<file path="src/rtl/sar_seq_pkg.sv">
package sar_seq_pkg;
  typedef enum logic [1:0] {
    A_CTRL = 2'd0,
    A_CHAN = 2'd1,
    A_RESH = 2'd2,
    A_RESL = 2'd3
  } reg_addr_e;

  // control word bit positions (software-visible layout)
  localparam int CB_EN   = 7;
  localparam int CB_GO   = 6;
  localparam int CB_FLAG = 4;
  localparam int CB_IE   = 3;
endpackage

</file>
<file path="src/rtl/sar_timer.sv">
module sar_timer #(
  parameter int RES_W        = 10,
  parameter int FIRST_SAMPLE = 14,
  parameter int FIRST_TOTAL  = 28,
  parameter int NORM_SAMPLE  = 1,
  parameter int NORM_TOTAL   = 15,
  parameter int READY_LAG    = 12,
  parameter int IDX_W        = $clog2(RES_W)
) (
  input  logic             clk,
  input  logic             rst_n,
  input  logic             tick,
  input  logic             run,
  input  logic             restart,
  input  logic             long_sched,
  output logic             ev_sample,
  output logic             ev_bit,
  output logic             ev_ready,
  output logic             ev_end,
  output logic             bit_win,
  output logic [IDX_W-1:0] bit_idx
);
  localparam int CNT_W = $clog2(FIRST_TOTAL + RES_W + READY_LAG + 1);

  logic [CNT_W-1:0] cnt, nxt, samp, tot, diff;

  function automatic logic [CNT_W-1:0] pick(input logic sel, input int a, input int b);
    return sel ? CNT_W'(a) : CNT_W'(b);
  endfunction

  assign samp = pick(long_sched, FIRST_SAMPLE, NORM_SAMPLE);
  assign tot  = pick(long_sched, FIRST_TOTAL, NORM_TOTAL);
  assign nxt  = cnt + CNT_W'(1);
  assign diff = cnt - samp;

  always_ff @(posedge clk or negedge rst_n) begin
    if (!rst_n)           cnt <= '0;
    else if (restart)     cnt <= '0;
    else if (run && tick) cnt <= nxt;
  end

  assign ev_sample = run && tick && (nxt == samp);
  assign ev_bit    = run && tick && (nxt > samp) && (nxt <= samp + CNT_W'(RES_W));
  assign ev_ready  = run && tick && (nxt == samp + CNT_W'(READY_LAG));
  assign ev_end    = run && tick && (nxt == tot);
  assign bit_win   = run && (cnt >= samp) && (cnt < samp + CNT_W'(RES_W));
  assign bit_idx   = IDX_W'(RES_W - 1) - IDX_W'(diff);
endmodule

</file>
<file path="src/rtl/sar_reg.sv">
module sar_reg #(
  parameter int RES_W = 10,
  parameter int IDX_W = $clog2(RES_W)
) (
  input  logic             clk,
  input  logic             rst_n,
  input  logic             clr,
  input  logic             load,
  input  logic             win,
  input  logic [IDX_W-1:0] idx,
  input  logic             comp,
  output logic [RES_W-1:0] sar,
  output logic [RES_W-1:0] trial
);
  function automatic logic [RES_W-1:0] trial_word(
    input logic [RES_W-1:0] acc, input logic [IDX_W-1:0] k, input logic en);
    logic [RES_W-1:0] probe;
    probe = en ? (RES_W'(1) << k) : '0;
    return acc | probe;
  endfunction

  always_ff @(posedge clk or negedge rst_n) begin
    if (!rst_n)    sar <= '0;
    else if (clr)  sar <= '0;
    else if (load) sar[idx] <= comp;
  end

  assign trial = trial_word(sar, idx, win);
endmodule

</file>
<file path="src/rtl/sar_conv_seq.sv">
module sar_conv_seq
  import sar_seq_pkg::*;
#(
  parameter int RES_W        = 10,
  parameter int REG_W        = 8,
  parameter int CH_W         = 3,
  parameter int FIRST_SAMPLE = 14,
  parameter int FIRST_TOTAL  = 28,
  parameter int NORM_SAMPLE  = 1,
  parameter int NORM_TOTAL   = 15,
  parameter int READY_LAG    = 12
) (
  input  logic             clk,
  input  logic             rst_n,
  input  logic             adc_tick,
  input  logic             wr_en,
  input  logic [1:0]       wr_addr,
  input  logic [REG_W-1:0] wr_data,
  input  logic [1:0]       rd_addr,
  output logic [REG_W-1:0] rd_data,
  input  logic             comp_in,
  output logic [CH_W-1:0]  ch_sel,
  output logic             hold_strobe,
  output logic [RES_W-1:0] trial,
  output logic             irq
);
  localparam int IDX_W = $clog2(RES_W);

  logic en_q, busy_q, dummy_q, long_q, flag_q, ie_q;
  logic [CH_W-1:0]  chan_q;
  logic [RES_W-1:0] res_q, sar;
  logic             wr_ctrl, launch, abort, restart;
  logic             ev_sample, ev_bit, ev_ready, ev_end, bit_win;
  logic [IDX_W-1:0] bit_idx;
  logic             unused_wd;

  assign unused_wd = wr_data[5];
  assign wr_ctrl   = wr_en && (wr_addr == A_CTRL);
  assign abort     = wr_ctrl && !wr_data[CB_EN];
  assign launch    = wr_ctrl && wr_data[CB_EN] && wr_data[CB_GO] && !busy_q;
  assign restart   = launch || abort || (ev_end && dummy_q);

  sar_timer #(
    .RES_W(RES_W), .FIRST_SAMPLE(FIRST_SAMPLE), .FIRST_TOTAL(FIRST_TOTAL),
    .NORM_SAMPLE(NORM_SAMPLE), .NORM_TOTAL(NORM_TOTAL), .READY_LAG(READY_LAG),
    .IDX_W(IDX_W)
  ) u_timer (
    .clk(clk), .rst_n(rst_n), .tick(adc_tick), .run(busy_q), .restart(restart),
    .long_sched(long_q), .ev_sample(ev_sample), .ev_bit(ev_bit),
    .ev_ready(ev_ready), .ev_end(ev_end), .bit_win(bit_win), .bit_idx(bit_idx)
  );

  sar_reg #(.RES_W(RES_W), .IDX_W(IDX_W)) u_sar (
    .clk(clk), .rst_n(rst_n), .clr(ev_sample), .load(ev_bit), .win(bit_win),
    .idx(bit_idx), .comp(comp_in), .sar(sar), .trial(trial)
  );

  always_ff @(posedge clk or negedge rst_n) begin
    if (!rst_n) begin
      en_q <= 1'b0; busy_q <= 1'b0; dummy_q <= 1'b0; long_q <= 1'b1;
      flag_q <= 1'b0; ie_q <= 1'b0; chan_q <= '0; ch_sel <= '0;
      res_q <= '0; hold_strobe <= 1'b0;
    end else begin
      hold_strobe <= ev_sample;
      if (wr_ctrl) begin
        en_q <= wr_data[CB_EN];
        ie_q <= wr_data[CB_IE];
      end
      if (wr_en && (wr_addr == A_CHAN)) chan_q <= wr_data[CH_W-1:0];
      if (ev_sample) ch_sel <= chan_q;

      if (abort) begin
        busy_q <= 1'b0; dummy_q <= 1'b0; long_q <= 1'b1;
      end else if (launch) begin
        busy_q <= 1'b1; dummy_q <= !en_q;
      end else if (ev_end) begin
        long_q  <= 1'b0;
        dummy_q <= 1'b0;
        if (!dummy_q) busy_q <= 1'b0;
      end

      if (ev_ready && !dummy_q && !abort) begin
        flag_q <= 1'b1;
        res_q  <= sar;
      end else if (wr_ctrl && wr_data[CB_FLAG]) begin
        flag_q <= 1'b0;
      end
    end
  end

  always_comb begin
    rd_data = '0;
    case (reg_addr_e'(rd_addr))
      A_CTRL: begin
        rd_data[CB_EN]   = en_q;
        rd_data[CB_GO]   = busy_q;
        rd_data[CB_FLAG] = flag_q;
        rd_data[CB_IE]   = ie_q;
      end
      A_CHAN:  rd_data[CH_W-1:0] = chan_q;
      A_RESH:  rd_data = REG_W'(res_q >> REG_W);
      default: rd_data = res_q[REG_W-1:0];
    endcase
  end

  assign irq = flag_q && ie_q;
endmodule

</file>
<file path="config.mk">
export PLATFORM = sky130hd
export DESIGN_NAME = sar_conv_seq
export DESIGN_NICKNAME = d
export VERILOG_FILES = /design/src/rtl/sar_seq_pkg.sv /design/src/rtl/sar_timer.sv /design/src/rtl/sar_reg.sv /design/src/rtl/sar_conv_seq.sv
export SDC_FILE = /design/constraint.sdc
export NUM_CORES = 1
export LEC_CHECK = 0
export ABC_AREA = 1
export BUFFER_PORTS_ARGS = -buffer_cell sky130_fd_sc_hd__buf_4
export CAP_MARGIN = 15
export CELL_PAD_IN_SITES_DETAIL_PLACEMENT = 1
export CELL_PAD_IN_SITES_GLOBAL_PLACEMENT = 2
export CORE_ASPECT_RATIO = 0.8
export CORE_UTILIZATION = 32
export DETAILED_ROUTE_END_ITERATION = 7
export PLACE_DENSITY = 0.75
export SLEW_MARGIN = 20
export SYNTH_ARGS = -nofsm -noshare
export SYNTH_HDL_FRONTEND = slang
export SYNTH_SLANG_ARGS = --single-unit
export TNS_END_PERCENT = 30
</file>
<file path="constraint.sdc">
create_clock -name clk -period 3.86 [get_ports clk]
set_input_delay 0.772 -clock clk [delete_from_list [all_inputs] [get_ports clk]]
set_output_delay 0.772 -clock clk [all_outputs]
set_load 0.1 [all_outputs]
</file>
# After elaboration in Yosys (flattened, before gate mapping)
# Index checks and enable logic that the tools add are counted.
[word_totals] word_cells=96 input_bits=17 out_inout_bits=23 regBits=39
[classes] addsub=5 n_mux=25 n_eq_ne=8 shift=1 bitwise=1 order_cmp=6 reduce_logical=38
[op_table] op="two-way mux 10 bit" n=3
[op_table] op="logical AND 1 bit" n=20
[op_table] op="== test 6 bit" n=3
[op_table] op="two-way mux 1 bit" n=13
[op_table] op="adder 6 x 4 -> 6 bit (second input constant)" n=2
[op_table] op="two-way mux 6 bit" n=2
[op_table] op="bitwise mux 10 bit" n=1
[op_table] op="bitwise OR 10 bit" n=1
[op_table] op="left shift 1 x 4 -> 10 bit (first input constant)" n=1
[op_table] op="one-hot mux 3 bit (3 select lines)" n=1
[op_table] op="one-hot mux 2 bit (2 select lines)" n=2
[op_table] op="nonzero test 2 bit" n=4
[op_table] op="adder 6 x 1 -> 6 bit (second input constant)" n=1
[op_table] op=">= comparator 6 x 4 -> 1 bit" n=1
[op_table] op="> comparator 6 bit" n=1
[op_table] op="<= comparator 6 bit" n=1
[op_table] op="less-than comparator 6 bit" n=1
[op_table] op="logical NOT 1 bit" n=5
[op_table] op="less-than comparator 4 x 5 -> 1 bit (second input constant)" n=1
[op_table] op="two-way mux 5 bit" n=1
[op_table] op="demux 1 bit (select 4 bit)" n=1
[op_table] op="== test 2 x 1 -> 1 bit (second input constant)" n=2
[op_table] op=">= comparator 4 x 1 -> 1 bit (second input constant)" n=1
[op_table] op="logical NOT 2 bit" n=2
[op_table] op="other kinds (11)" n=13

# Logic depth before layout (Yosys ltp)
[depth] ltp_word=10 depth_mapped=17

# By module
# Synthesis repeated with hierarchy kept, for this count alone.
[hier_totals] hier_cells=377 area_unflattened_um2=2715.1
[by_module_without_submodules] module="sar_conv_seq" seq_area_each_um2=576.8 cells_per_inst=136 n_inst=1 area_each_um2=1118.6
[by_module_without_submodules] module="sar_timer" seq_area_each_um2=150.1 cells_per_inst=111 n_inst=1 area_each_um2=809.5
[by_module_without_submodules] module="sar_reg" seq_area_each_um2=250.2 cells_per_inst=130 n_inst=1 area_each_um2=787.0

# Worst setup path after synthesis
# Ideal clock, no wire load.
[synth_path] path_type="register to output" start="register long_q" end="output port trial[5]" n_path_buf=0 setup_slack_ns=-0.687 path_stages_with_launch=11 arrival_ns=3.775 path_cell_list="dfstp_2 > inv_1 > ha_1 > inv_1 > ha_1 > fa_1 > xnor2_1 > xor2_1 > nor2_1 > nand2_1 > o21bai_1"
[synth_between] elab_chain_len=6
[synth_rtl] element="from (decl)" line_no="sar_conv_seq.sv:29" rtl="logic en_q, busy_q, dummy_q, long_q, flag_q, ie_q;"
[synth_rtl] element="from (signal assigned)" line_no="sar_conv_seq.sv:60" rtl="en_q <= 1'b0; busy_q <= 1'b0; dummy_q <= 1'b0; long_q <= 1'b1;"
[synth_rtl] element="from (signal assigned)" line_no="sar_conv_seq.sv:73" rtl="busy_q <= 1'b0; dummy_q <= 1'b0; long_q <= 1'b1;"
[synth_rtl] element="from (signal assigned)" line_no="sar_conv_seq.sv:77" rtl="long_q <= 1'b0;"
[synth_rtl] element="two-way mux 4 bit *" line_no="sar_timer.sv:28" rtl="return sel ? CNT_W'(a) : CNT_W'(b);"
[synth_rtl] element="adder 6 x 4 -> 6 bit, or another cell as far along" line_no="sar_timer.sv:46" rtl="assign bit_win = run && (cnt >= samp) && (cnt < samp + CNT_W'(RES_W));"
[synth_rtl] element="less-than comparator 6 bit, or another cell as far along" line_no="sar_timer.sv:46"
[synth_rtl] element="logical AND 1 bit or left shift 1 x 4 -> 10 bit (tied branches)" line_no="sar_timer.sv:46, sar_reg.sv:18"
[synth_rtl] element="two-way mux 10 bit *" line_no="sar_reg.sv:18" rtl="probe = en ? (RES_W'(1) << k) : '0;"
[synth_rtl] element="bitwise OR 10 bit *" line_no="sar_reg.sv:19" rtl="return acc | probe;"
[synth_rtl] element="to (decl)" line_no="sar_conv_seq.sv:24" rtl="output logic [RES_W-1:0] trial,"
# Every way passes the cells marked *; elsewhere a longest branch is shown, timed or not.

# Worst setup path in the final report
[layout_path] start="register long_q" end="output port trial[4]"
# The elaborated chain is that of the path after synthesis.

==> results.md <==
* Sw Ratio at 53.7%
* Antenna cells at 0
* P&R area growth vs syn at 27.5%
* Top post-synthesis cells by area: dfrtp_1 (38%), nand2_1 (15%), inv_1 (7.6%), ha_1 (7.4%), nand3_1 (5.7%)
* Clock Path Buffers at 2
* Syn Std Cell Area at 0.00253 mm^2
* Status: finished, final reports clean
* Synthesized area per cell at 7.36 um^2
* Cell Rows at 28
* Clk sink count at 39
* Final hold slack at 0.443 ns
* Cell Int Power at 1.10 mW
* Die footprint at 0.00826 mm^2
* Async SR Flop Fraction at 100%
* IO Count at 40
* Die H at 81.5 um
* Mapped Cells at 343
* Worst path cell trace: inv_2, ha_4, inv_1, ha_1, fa_2, xnor2_2, xor2_2, nor2_2, buf_4, nand2_1, o21bai_2, buf_12
* Maximum clock rate at 0.271 GHz
* Yosys Warn Count at 0
* Via density per instance at 4.74
* Multi-input gate area at 0.00143 mm^2
* Starting density of the core at 33.5%
* Root buffer selected by CTS: clkbuf_8
* Slowest stage delay, CP at 0.54 ns
* Total CTS buffers at 5
* Final nets at 425
* PwrDens at 741 mW/mm^2
* Max Cap Viol at 0
* Iteration-0 DRC Markers at 86
* Sum Neg Setup Slack at 0 ns
* H-tree Lvls at 2
* Yosys reg bits at 39
* Count of input and output buffers at 38
* Clock Latency Late Sink at 0.29 ns
* Worst hold path type: in2async
* Util after Layout at 42.8%
* Cell taking the most area after synthesis: dfrtp_1
* Crit path to: trial[4]
* Net Sw Power at 1.28 mW
* Reg2reg path depth at 16
* Register Area at 977 um^2
* DP Wirelength at 5.54 mm
* Vias in the first global route at 2391
* Slew Limit Fails at 0
* Detailed-route via count at 2353
* Startpoint Class: flip-flop
* Sequential power share at 24.2%
* Final hold vios at 0
* Setup crit start: long_q
* CTS tree: built
* Critical path fanouts, max at 7
* Critical R2R Launch: u_timer.cnt[1]
* CP required at 3.09 ns
* Comb pwr share at 63.5%
* Worst slew pin tran at 0.733 ns
* Die W at 101 um
* First-pass GRT wire length at 11.8 mm
* Crit path max-delay family: adder cells
* Max IR drop VDD at 227 uV
* Total GRT Usage at 19.0%
* Primary FF master, synth: dfrtp_1
* Routed WL at 7.10 mm
* Setup CP Type: reg2out
* Synth cell types at 29
* Initial antenna violation count at 0
* Total grt overflow at 0
* Largest net degree at the start of global routing at 40
* Total power at 2.39 mW
* Synth top area share at 37.6%
* Avg WL per Cell at 14.3 um
* Syn nets at 378
* Critical path arrival at 2.92 ns
* Fill cells at 961
* DRC Markers at 0
* Slew HR at 51.0%
* Tmin final at 3.70 ns
* Slowest cell on crit path: dfstp_2
* Levels on crit path at 12
* Final period util at 95.8%
* Endpoint type of the worst setup path: primary output
* Clock power frac at 12.3%
* Share of layout cells above drive strength 1 at 19.2%
* ANT nets after route at 0
* Clock transition at path regs at 0.09 ns
* GP Congestion at 0.776
* Clock Skew at 0.0125 ns
* Bufs and invs on worst path at 4
* Reg2Reg Setup Slack at 0.89 ns
* Sequential area share after synthesis at 38.7%
* Core Footprint at 0.00753 mm^2
* Postcts setup bufs at 0
* Count of final setup violators at 0
* Pre-antenna DRT Iters at 4
* Reg2reg end: u_sar.sar[5]
* Static Leak at 1.75 nW
* EDFF count, synth at 0
-- cell usage in the layout, fill, tap and decap left out, drive strengths merged, types with 13 or more instances in the layout --
cell     n
buf     45
dfrtp   38
ha      15
inv     52
nand2   99
nand3   29
nor2    34
o21ai   20
o21bai  13
-- cell type report --
type	instances	share of cell area (%)
clock inverter	1	0.155
tap	105	4.08
clock buffer	7	2.68
multi-input combinational	246	44.3
inverter	53	6.17
timing repair buffer	45	12.2
sequential	39	30.3
-- synth_stat cells (all sizes together), types with 4 or more instances --
library cell	number
a21oi	7
buf	5
dfrtp	38
ha	15
inv	52
nand2	99
nand3	29
nand4	7
nor2	34
nor3	4
o21ai	20
o21bai	13
-- timing repair --
action | CTS | global route
hold buffers | 0 | 0
endpoints found under the setup margin | 9 | 10
resized for setup | 14 | 11
pin swaps | 1 | 5
-- stage by stage --
stage / cells / setup slack [ns] / cell area (um^2)
after detailed placement: 488 / 0.190 / 3020
after CTS: 496 / 0.0507 / 3160
final: 496 / 0.164 / 3220
after floorplan: 343 / -0.117 / 2590
after global placement: 488 / 0.251 / 3020
after global routing: 496 / -0.0156 / 3220
-- logic make-up (layout without fill, tap and decap cells) --
group | Yosys count | count (layout) | synth area share [%]
adders and majority gates | 18 | 18 | 9.81
DFF | 39 | 39 | 38.7
and+or+nand+nor | 173 | 173 | 28.1
buffers and inverters | 58 | 106 | 9.41
AOI/OAI and AO/OA | 51 | 51 | 12.6
xor gates and xnor gates | 4 | 4 | 1.39
-- power groups by stage --
| stage | sequential (mW) | combinational, mW | clock (mW) |
|---|---|---|---|
| 5_1_grt | 0.590 | 1.69 | 0.323 |
| 2_1_floorplan | 0.625 | 0.973 | 0 |
| 6_report | 0.579 | 1.51 | 0.293 |
| 3_5_place_dp | 0.583 | 1.39 | 0 |
| 4_1_cts | 0.576 | 1.43 | 0.304 |
| 3_3_place_gp | 0.579 | 1.36 | 0 |
-- worst min path at each step --
stage                     endpoint  slack, ns  depth (start not counted)
finish                u_sar.sar[6]       0.44                          1
global route          u_sar.sar[6]       0.48                          1
CTS                 u_timer.cnt[4]       0.47                          1
detailed placement        res_q[9]       0.47                          2
global placement         ch_sel[2]       0.47                          2
floorplan                  dummy_q       0.44                          1
-- routing by layer --
metal / track usage, % / up-vias / wire [um]
met5: 0 / - / 0
met4: 2.61 / 0 / 25
met3: 3.40 / 2 / 227
met2: 28.4 / 32 / 2970
met1: 28.8 / 1128 / 3880
li1: - / 1191 / -
Note: power is estimated with default switching activity, not from simulation.
